`src/rtl/qp_pkg.sv`:
```
package qp_pkg;
  typedef enum logic [1:0] {
    SAT_NONE = 2'd0,
    SAT_HI   = 2'd1,
    SAT_LO   = 2'd2,
    SAT_ZERO = 2'd3
  } qp_sat_e;
endpackage

```
`src/rtl/qp_lzc.sv`:
```
module qp_lzc #(
  parameter int W  = 56,
  parameter int CW = $clog2(W + 1)
) (
  input  logic [W-1:0]  data_i,
  output logic [CW-1:0] count_o
);
  always_comb begin
    count_o = CW'(W);
    for (int i = 0; i < W; i++) begin
      if (data_i[i]) count_o = CW'(W - 1 - i);
    end
  end
endmodule

```
`src/rtl/qp_normalize.sv`:
```
module qp_normalize #(
  parameter int QW    = 56,
  parameter int QBIAS = 24,
  parameter int FW    = 8,
  parameter int SW    = 8
) (
  input  logic [QW-1:0]        quire_i,
  output logic                 sign_o,
  output logic                 zero_o,
  output logic signed [SW-1:0] scale_o,
  output logic [FW-1:0]        frac_o,
  output logic                 sticky_o
);
  localparam int LZW = $clog2(QW + 1);

  logic [QW-1:0]  mag;
  logic [QW-1:0]  norm;
  logic [LZW-1:0] lz;

  assign sign_o = quire_i[QW-1];
  assign mag    = sign_o ? (QW'(0) - quire_i) : quire_i;

  qp_lzc #(.W(QW), .CW(LZW)) i_lzc (
    .data_i  (mag),
    .count_o (lz)
  );

  assign zero_o   = (mag == '0);
  assign norm     = mag << lz;
  // hidden bit dropped; fraction window starts just below it
  assign frac_o   = norm[QW-2 -: FW];
  assign sticky_o = |norm[QW-2-FW:0];
  assign scale_o  = SW'(QW - 1 - QBIAS) - SW'({1'b0, lz});

  always_comb begin
    if (!zero_o) begin
      p_norm_msb_r3: assert (norm[QW-1]);
    end
  end
endmodule

```
`src/rtl/qp_pack_round.sv`:
```
module qp_pack_round
  import qp_pkg::*;
#(
  parameter int N  = 8,
  parameter int ES = 1,
  parameter int FW = 8,
  parameter int SW = 8
) (
  input  logic                 sign_i,
  input  logic                 zero_i,
  input  logic signed [SW-1:0] scale_i,
  input  logic [FW-1:0]        frac_i,
  input  logic                 sticky_i,
  output logic [N-1:0]         posit_o
);
  localparam int BW    = 2 + ES + FW + N;
  localparam int MAXSC = (N - 2) << ES;
  localparam logic signed [SW-1:0] SC_HI = SW'(MAXSC);
  localparam logic signed [SW-1:0] SC_LO = SW'(-MAXSC);

  logic signed [SW-1:0] k;
  logic [SW-1:0]        sh;
  logic                 rbit;
  logic [BW-1:0]        base;
  logic signed [BW-1:0] shifted;
  logic [N-2:0]         body;
  logic [N-2:0]         rounded;
  logic                 guard, low, up;
  logic [N-1:0]         mag_p;
  qp_sat_e              sat;

  assign k    = scale_i >>> ES;
  assign rbit = ~k[SW-1];
  // run length minus one: k for k>=0, -k-1 for k<0
  assign sh   = k[SW-1] ? ~k : k;

  if (ES > 0) begin : g_exp
    assign base = {rbit, ~rbit, scale_i[ES-1:0], frac_i, {N{1'b0}}};
  end else begin : g_noexp
    assign base = {rbit, ~rbit, frac_i, {N{1'b0}}};
  end

  assign shifted = $signed(base) >>> sh;
  assign body    = shifted[BW-1 -: N-1];
  assign guard   = shifted[BW-N];
  assign low     = |shifted[BW-N-1:0];
  assign up      = guard & (body[0] | low | sticky_i);
  assign rounded = body + (N-1)'(up);

  always_comb begin
    if (zero_i)                sat = SAT_ZERO;
    else if (scale_i >= SC_HI) sat = SAT_HI;
    else if (scale_i <  SC_LO) sat = SAT_LO;
    else                       sat = SAT_NONE;
  end

  always_comb begin
    unique case (sat)
      SAT_ZERO: mag_p = '0;
      SAT_HI:   mag_p = {1'b0, {(N-1){1'b1}}};
      SAT_LO:   mag_p = {{(N-1){1'b0}}, 1'b1};
      default:  mag_p = {1'b0, rounded};
    endcase
  end

  assign posit_o = sign_i ? (N'(0) - mag_p) : mag_p;

  always_comb begin
    if (sat == SAT_NONE) begin
      p_no_wrap_r7: assert (!(up && (body == '1)));
      p_no_underflow_r8: assert (rounded != '0);
    end
  end
endmodule

```
`src/rtl/qp_quire_to_posit.sv`:
```
module qp_quire_to_posit #(
  parameter int N     = 8,
  parameter int ES    = 1,
  parameter int QW    = 56,
  parameter int QBIAS = 24
) (
  input  logic          clk_i,
  input  logic          rst_ni,
  input  logic          valid_i,
  input  logic [QW-1:0] quire_i,
  output logic          valid_o,
  output logic [N-1:0]  posit_o
);
  localparam int FW  = 2 * (N - 2 - ES);
  localparam int LZW = $clog2(QW + 1);
  localparam int SW  = LZW + 2;

  logic                 sign, zero, sticky;
  logic signed [SW-1:0] scale;
  logic [FW-1:0]        frac;
  logic [N-1:0]         posit_d;

  qp_normalize #(.QW(QW), .QBIAS(QBIAS), .FW(FW), .SW(SW)) i_norm (
    .quire_i  (quire_i),
    .sign_o   (sign),
    .zero_o   (zero),
    .scale_o  (scale),
    .frac_o   (frac),
    .sticky_o (sticky)
  );

  qp_pack_round #(.N(N), .ES(ES), .FW(FW), .SW(SW)) i_pack (
    .sign_i   (sign),
    .zero_i   (zero),
    .scale_i  (scale),
    .frac_i   (frac),
    .sticky_i (sticky),
    .posit_o  (posit_d)
  );

  always_ff @(posedge clk_i or negedge rst_ni) begin
    if (!rst_ni) begin
      valid_o <= 1'b0;
      posit_o <= '0;
    end else begin
      valid_o <= valid_i;
      if (valid_i) posit_o <= posit_d;
    end
  end

  p_valid_lat_r9: assert property (@(posedge clk_i) disable iff (!rst_ni)
    valid_i |=> valid_o);
  p_valid_idle_r9: assert property (@(posedge clk_i) disable iff (!rst_ni)
    !valid_i |=> !valid_o);
  p_hold_r9: assert property (@(posedge clk_i) disable iff (!rst_ni)
    !valid_i |=> $stable(posit_o));
  p_zero_r1: assert property (@(posedge clk_i) disable iff (!rst_ni)
    (valid_i && quire_i == '0) |=> (posit_o == '0));
  p_sign_r2: assert property (@(posedge clk_i) disable iff (!rst_ni)
    (valid_i && quire_i != '0) |=> (posit_o[N-1] == $past(quire_i[QW-1])));
  p_nonzero_r8: assert property (@(posedge clk_i) disable iff (!rst_ni)
    (valid_i && quire_i != '0) |=> (posit_o != '0));
  p_no_nar_r7: assert property (@(posedge clk_i) disable iff (!rst_ni)
    valid_o |-> (posit_o != {1'b1, {(N-1){1'b0}}}));
endmodule

```
`config.mk`:
```
export PLATFORM = sky130hd
export DESIGN_NAME = qp_quire_to_posit
export DESIGN_NICKNAME = d
export VERILOG_FILES = /design/src/rtl/qp_pkg.sv /design/src/rtl/qp_lzc.sv /design/src/rtl/qp_normalize.sv /design/src/rtl/qp_pack_round.sv /design/src/rtl/qp_quire_to_posit.sv
export SDC_FILE = /design/constraint.sdc
export NUM_CORES = 1
export LEC_CHECK = 0
export ABC_AREA = 0
export BUFFER_PORTS_ARGS = -buffer_cell sky130_fd_sc_hd__buf_2
export CAP_MARGIN = 15
export CORE_ASPECT_RATIO = 2
export CORE_MARGIN = 5
export CORE_UTILIZATION = 45
export DETAILED_ROUTE_END_ITERATION = 16
export PLACE_DENSITY = 0.66
export SKIP_LAST_GASP = 1
export SLEW_MARGIN = 25
export SYNTH_ARGS = -nofsm -noshare
export SYNTH_HDL_FRONTEND = slang
export SYNTH_SLANG_ARGS = --single-unit
```
`constraint.sdc`:
```
create_clock -name clk_i -period 1.24 [get_ports clk_i]
set_clock_uncertainty 0.2 [all_clocks]
set_input_delay 0.124 -clock clk_i [delete_from_list [all_inputs] [get_ports clk_i]]
set_output_delay 0.124 -clock clk_i [all_outputs]
set_load 0.05 [all_outputs]
```
==> impl_metrics.tcl, run 1 <==
set metrics [dict create \
    post-dp-hpwl_um 47700 \
    synth_top_area_share_pct 5.72 \
    placed_cells 2411 \
    clk_path_buf_depth 2 \
    numCtsBuffers 3 \
    cts_sinks 9 \
    error "[ERROR GRT-0116] Global routing finished with congestion. Check the congestion regions in the DRC Viewer." \
    place_congestion 1.15 \
    avgSynthCellArea_um2 6.39 \
    first_global_vias 19200 \
    die_w_um 114 \
    synth-edff-count 0 \
    pin_count 68 \
    cts-root-buf "clkbuf_16" \
    synth_seq_cells 9 \
    grt_overflow 1 \
    ys.flop_type "dfrtp_1" \
    synth_top_area_cell "nor2_1" \
    syn_area_um2 9720 \
    dpl-instance-area_um2 15600 \
    grt_max_degree 26 \
    yosys_warnings 0 \
    synth.distinct_cells 104 \
    synth_area_leaders "nor2_1 (5.7%), a21oi_1 (5.4%), o21ai_0 (4.8%), nand2_1 (4.2%), xnor2_1 (4.1%)" \
    htreeDepth 1 \
    placementRows 76 \
    status "did not finish" \
    syn_nets 1588 \
    start_util_pct 45.4 \
    grt_usage_pct 56.7 \
    dp_slack_ps -6140 \
    die_y_um 218 \
    synthCells 1521 \
    seq_area_frac_synth_pct 2.32 \
    async_flop_share_pct 100 \
    grt_pass1_wl_um 110000 \
    haltStage "global routing" \
    portBuffers 67 \
]
## per-stage QoR
step           TNS, ps  hold slack, ps
4_1_cts         -39840            56.4
3_5_place_dp    -47240            -209
3_3_place_gp    -47660            -212
2_1_floorplan   -37530            -372
## repair_timing
item | CTS
gates cloned | 6
resized for setup | 247
setup buffers | 44
hold buffers | 1
pin swaps | 65
setup endpoints to repair | 8
hold endpoints to repair | 9
## cells by family after synthesis
| logic type | share of synthesized area (%) |
|---|---|
| compound gates | 44.4 |
| xor+xnor | 7.08 |
| fa+ha+maj | 1.03 |
| buf+inv | 8.02 |
| flops | 2.32 |
| mux | 4.60 |
| simple gates | 32.5 |
## routing by layer
layer / GRT overflow / global-route usage, %
met1: 0 / 53.5
met2: 0 / 86.0
met3: 0 / 24.7
met4: 1 / 60.9
met5: 0 / 2.50
## synthesized netlist by cell type, drive strengths merged (39+ instances only)
cell type    n
nor2       153
nand2      111
o21ai      110
a21oi      106
buf         83
nand3       78
nor3        69
clkbuf      62
xnor2       47
o32ai       44
a211oi      40
nor4        39
==> inputs of run 2 (changes only) <==
--- a/config.mk
+++ b/config.mk
@@ -8,11 +8,10 @@
 export ABC_AREA = 0
 export BUFFER_PORTS_ARGS = -buffer_cell sky130_fd_sc_hd__buf_2
 export CAP_MARGIN = 15
-export CORE_ASPECT_RATIO = 2
 export CORE_MARGIN = 5
-export CORE_UTILIZATION = 45
+export CORE_UTILIZATION = 30
 export DETAILED_ROUTE_END_ITERATION = 16
-export PLACE_DENSITY = 0.66
+export PLACE_DENSITY_LB_ADDON = 0.15
 export SKIP_LAST_GASP = 1
 export SLEW_MARGIN = 25
 export SYNTH_ARGS = -nofsm -noshare
==> impl_metrics.tcl, run 2 <==
set metrics [dict create \
    most-common-layout-cells "buf_4 (724), nor2_1 (136), nand2_1 (103)" \
    start_util_pct 30.1 \
    post-dp-hpwl_um 46500 \
    wire_per_inst_um 21.2 \
    avgSynthCellArea_um2 6.39 \
    placementRows 66 \
    p_int_mw 6.03 \
    synth_most_common_cell "nor2_1" \
    antenna_found_initial 0 \
    pin_count 68 \
    status "finished with violations" \
    path_class "in2reg" \
    fillers 3155 \
    cts_tree "built" \
    grt_overflow 0 \
    syn_nets 1588 \
    final_cells 2661 \
    grt_pass1_wl_um 86900 \
    seq_area_frac_synth_pct 2.32 \
    core_region_area_um2 32300 \
    synth_top_area_cell "nor2_1" \
    grt_usage_pct 29.6 \
    synth.distinct_cells 104 \
    portBuffers 67 \
    dr.pass1.iters 6 \
    cp_slowest_cell "or4_4" \
    drv_slew 0 \
    synth_common_cells "nor2_1 (148), nand2_1 (109), a21oi_1 (105), o21ai_0 (93), nand3_1 (77)" \
    p_per_area_nw_per_um2 669 \
    crit_path_frequent_cell "buf_4" \
    max-vdd-ir-drop_mv 0.451 \
    ys.flop_type "dfrtp_1" \
    fmax_mhz 155 \
    wirelength_um 56300 \
    syn2layout_area_growth_pct 83.3 \
    drc_errors 0 \
    first_global_vias 15300 \
    tightest_slew_ps 556 \
    cpPeakStageDelay_ps 620 \
    clkLatencyLatePin_ps 230 \
    setup_violations 8 \
    synth-edff-count 0 \
    htreeDepth 1 \
    maxCapViolCount 0 \
    regMostFlops "posit_o" \
    drt_iter0_drc 1324 \
    cp-end-kind "flip-flop" \
    leakage_nw 7.37 \
    layout_commonest_cell "buf_4" \
    pwr-share-comb_pct 92.4 \
    grt_max_degree 30 \
    final-hold-violation-count 0 \
    period_share_pct 522 \
    numCtsBuffers 3 \
    cp_data_arrival_time_ps 6390 \
    die_w_um 190 \
    min_from "valid_i" \
    syn_area_um2 9720 \
    yosys_warnings 0 \
    violations "setup timing" \
    clkPwrFrac_pct 4.8 \
    rsz0062_at_grt "true" \
    place_congestion 0.998 \
    layout.nets 2287 \
    final_area_um2 17800 \
    placed_cells 2597 \
    insertedDiodeCount 0 \
    seqPwrFrac_pct 2.8 \
    crit_start "quire_i[17]" \
    num_vias 15700 \
    hold_path.class "in2reg" \
    start_kind "input pin" \
    synth_seq_cells 9 \
    largest_reg_flops 8 \
    async_flop_share_pct 100 \
    timing.final.ws_setup_ps -5230 \
    clkTransAtPathRegs_ps 40 \
    top_regs "posit_o (8), valid_o (1)" \
    synth_top_area_share_pct 5.72 \
    synthCells 1521 \
    detail_route.vias_per_cell 5.89 \
    finalCriticalPeriod_ps 6470 \
    sw_frac_of_total_pct 49.4 \
    worstPathRequired_ps 1160 \
    utilization_pct 55.2 \
    cp_max_fo 9 \
    fp.dieArea_um2 36100 \
    drive_gt1_share_pct 50.5 \
    antenna_left 0 \
    reg2reg_from "posit_o[6]" \
    switchingPower_mw 5.89 \
    dpl-instance-area_um2 15900 \
    cts_sinks 9 \
    clk_path_buf_depth 2 \
    synth_area_leaders "nor2_1 (5.7%), a21oi_1 (5.4%), o21ai_0 (4.8%), nand2_1 (4.2%), xnor2_1 (4.1%)" \
    die_y_um 190 \
    cts-root-buf "clkbuf_16" \
    maxSlewHeadroom_pct 62.4 \
]
[run 2: worst paths after layout]
check / to / slack (ps) / depth (start not counted)
setup / recovery: posit_o[2] / -5230 / 33
hold / removal: posit_o[4] / 60 / 2
setup reg to reg: posit_o[6] / 110 / 3
hold reg to reg: posit_o[5] / 300 / 2
max in group asynchronous: posit_o[2] / 560 / 2
min in group asynchronous: posit_o[5] / 100 / 2
[run 2: power groups by stage]
stage,sequential (mW),clock [mW],combinational (mW)
detailed placement,0.336,0,9.49
finish,0.333,0.571,11.0
global placement,0.337,0,9.50
floorplan,0.414,0,4.35
CTS,0.333,0.577,10.1
global route,0.336,0.598,11.7
[run 2: cells by family (layout without fill, tap and decap cells)]
family,Yosys count,in the layout,synth area share (%)
AO/OA/AOI/OAI,604,604,44.4
XOR/XNOR,76,76,7.08
adder cells (fa/ha/maj),8,8,1.03
buffers and inverters,178,876,8.02
flip-flops,9,9,2.32
multiplexers,42,42,4.60
AND/OR/NAND/NOR,604,604,32.5
[run 2: worst max-delay path: cells and delay by family]
kind	cells	cell delay [ps]
compound gates	9	1720
buf+inv	10	1260
mux	2	520
fa+ha+maj	1	150
xor+xnor	1	120
simple gates	10	2460
[run 2: area by class of cell]
| class | instances | area (µm²) | share of cell area [%] |
|---|---|---|---|
| clock buffer | 4 | 78.8 | 0.442 |
| timing repair buffer | 839 | 6570 | 36.9 |
| multi-input combinational | 1334 | 10200 | 57.5 |
| inverter | 33 | 144 | 0.807 |
| sequential | 9 | 225 | 1.26 |
| tap | 442 | 553 | 3.10 |
[run 2: what timing repair did]
item                                    CTS  global route
gates resized for setup                 113           139
hold endpoints to repair                 10             0
gates cloned                              0             1
pin swaps                                28            51
hold buffers                              2             0
buffers inserted                         31            28
endpoints found under the setup margin    8             9
[run 2: per-stage QoR]
step	setup TNS, ps	setup slack (ps)	hold WS [ps]	total power [mW]
2_1_floorplan	-37530	-4900	-372	4.77
3_3_place_gp	-45280	-5820	-216	9.84
3_5_place_dp	-45180	-5800	-214	9.83
4_1_cts	-40540	-5190	63.4	11.0
5_1_grt	-42750	-5510	110	12.6
6_report	-40800	-5230	63.6	11.9
[run 2: layer usage]
metal | track usage, % | wire length, µm
met1 | 39.7 | 24700
met2 | 49.8 | 26300
met3 | 2.02 | 2920
met4 | 11.1 | 2390
met5 | 0 | 0
(Power assumes the default switching activity.)
==> inputs of run 3 (changes only) <==
--- a/config.mk
+++ b/config.mk
@@ -8,7 +8,7 @@
 export ABC_AREA = 0
 export BUFFER_PORTS_ARGS = -buffer_cell sky130_fd_sc_hd__buf_2
 export CAP_MARGIN = 15
-export CORE_MARGIN = 5
+export CORE_MARGIN = 2
 export CORE_UTILIZATION = 30
 export DETAILED_ROUTE_END_ITERATION = 16
 export PLACE_DENSITY_LB_ADDON = 0.15
==> impl_metrics.tcl, run 3 (synthesized netlist as in run 2, its figures left out) <==
set metrics [dict create \
    critPathTopFamily "simple AND/OR/NAND/NOR gates" \
    cp_slowest_cell "or4_4" \
    worst_hold_slack_ps 46.6 \
    fp.dieArea_um2 33900 \
    regMostFlops "posit_o" \
    violations "setup timing" \
    wirelength_um 57800 \
    clk_path_buf_depth 2 \
    drive_gt1_share_pct 50.0 \
    start_util_pct 30.6 \
    num_vias 15900 \
    layout_commonest_cell "buf_4" \
    timing.final.ws_setup_ps -5360 \
    worstPathRequired_ps 1200 \
    start_kind "input pin" \
    cpPeakStageDelay_ps 570 \
    maxSlewHeadroom_pct 59.5 \
    seqCellArea_um2 225 \
    wire_per_inst_um 22.2 \
    cts-root-buf "clkbuf_16" \
    grt_max_degree 29 \
    numCtsBuffers 3 \
    detail_route.vias_per_cell 6.09 \
    dpl-instance-area_um2 15700 \
    finalCriticalPeriod_ps 6600 \
    largest_reg_flops 8 \
    cts_tree "built" \
    p_per_area_nw_per_um2 674 \
    layout.nets 2270 \
    top_regs "posit_o (8), valid_o (1)" \
    max-vdd-ir-drop_mv 0.686 \
    cp_max_fo 10 \
    period_share_pct 532 \
    reg2reg_from "posit_o[6]" \
    tightest_slew_ps 601 \
    crit_path_frequent_cell "buf_4" \
    die_y_um 184 \
    antenna_found_initial 1 \
    drc_errors 0 \
    most-common-layout-cells "buf_4 (716), nor2_1 (140), nand2_1 (97)" \
    cts_sinks 9 \
    cp_data_arrival_time_ps 6550 \
    leakage_nw 7.20 \
    fillers 3120 \
    drv_slew 0 \
    maxCapViolCount 0 \
    dr.pass1.iters 8 \
    pin_count 68 \
    grt_overflow 0 \
    path_buf_inv 9 \
    htreeDepth 1 \
    syn2layout_area_growth_pct 79.9 \
    clkTransAtPathRegs_ps 40 \
    crit_start "quire_i[6]" \
    place_congestion 0.987 \
    first_global_vias 15300 \
    status "finished with violations" \
    antenna_left 0 \
    grt_usage_pct 33.1 \
    path_class "in2reg" \
    core_region_area_um2 31700 \
    setup_violations 8 \
    fin_tns_setup_ps -41740 \
    drt_iter0_drc 1457 \
    final_area_um2 17500 \
    portBuffers 67 \
    rsz0062_at_grt "true" \
    clkLatencyLatePin_ps 230 \
    fmax_mhz 152 \
    post-dp-hpwl_um 46500 \
    final-hold-violation-count 0 \
    grt_pass1_wl_um 88400 \
    multi_input_area_um2 10100 \
    cp-end-kind "flip-flop" \
    placementRows 65 \
    hold_path.class "in2reg" \
    utilization_pct 55.1 \
    min_from "valid_i" \
    die_w_um 184 \
]
run 3: changes by cell type in the layout (fill, tap and decap cells not counted), moves of 4 or more:
cell,previous run,this run
o311ai_1,1,6
o22ai_1,18,22
nor2_1,136,140
o21ai_1,23,18
buf_4,724,716
nor3_1,57,53
o21ai_0,77,84
nor3_2,6,12
nand2_2,6,11
buf_12,27,20
nand2_1,103,97
run 3: layer usage:
metal	GRT usage [%]	share of wire [%]
met2	55.5	46
met5	0	0
met1	43.8	43
met4	13.7	5.1
met3	2.61	6.1
run 3: layout make-up:
class | count | share of cell area [%]
inverters | 33 | 0.837
repair buffers | 822 | 36.9
diodes | 1 | 0.0143
well taps | 402 | 2.88
multi-input cells | 1334 | 57.7
clock buffers | 4 | 0.451
flip-flops and latches | 9 | 1.29
run 3: worst register-to-register path, cell delays in order (launching register included):
cell      delay (ps)
dfrtp_1          390
nor2b_1          140
a21oi_2          110
o211ai_1         100
run 3: final timing paths:
kind                            slack, ps          to  cells after the start
worst max-delay path                -5360  posit_o[4]                     32
worst min-delay path                   50  posit_o[4]                      2
worst max register to register        160  posit_o[6]                      3
worst min register to register        300  posit_o[5]                      2
max in group asynchronous             550  posit_o[0]                      2
min in group asynchronous              90  posit_o[2]                      2
run 3: power by group:
group          total, mW  switching (mW)  internal, mW
sequential         0.334          0.0166         0.318
clock              0.580           0.149         0.431
combinational       10.9            5.77          5.09
total               11.8            5.94          5.84
run 3: metrics by stage:
stage                     power, mW  std cells  worst slack (ps)
after floorplan                4.77       1521             -4900
after global placement         9.63       2537             -5890
after detailed placement       9.63       2537             -5840
after CTS                      11.1       2592             -5230
after global routing           12.4       2604             -5590
final                          11.8       2605             -5360
run 3: timing repair:
action | in CTS | in global routing
gates cloned | 4 | 1
hold endpoints to repair | 10 | 0
buffers inserted | 45 | 11
pin swaps | 56 | 43
hold buffers | 2 | 0
resized for setup | 163 | 60
setup endpoints to repair | 9 | 9
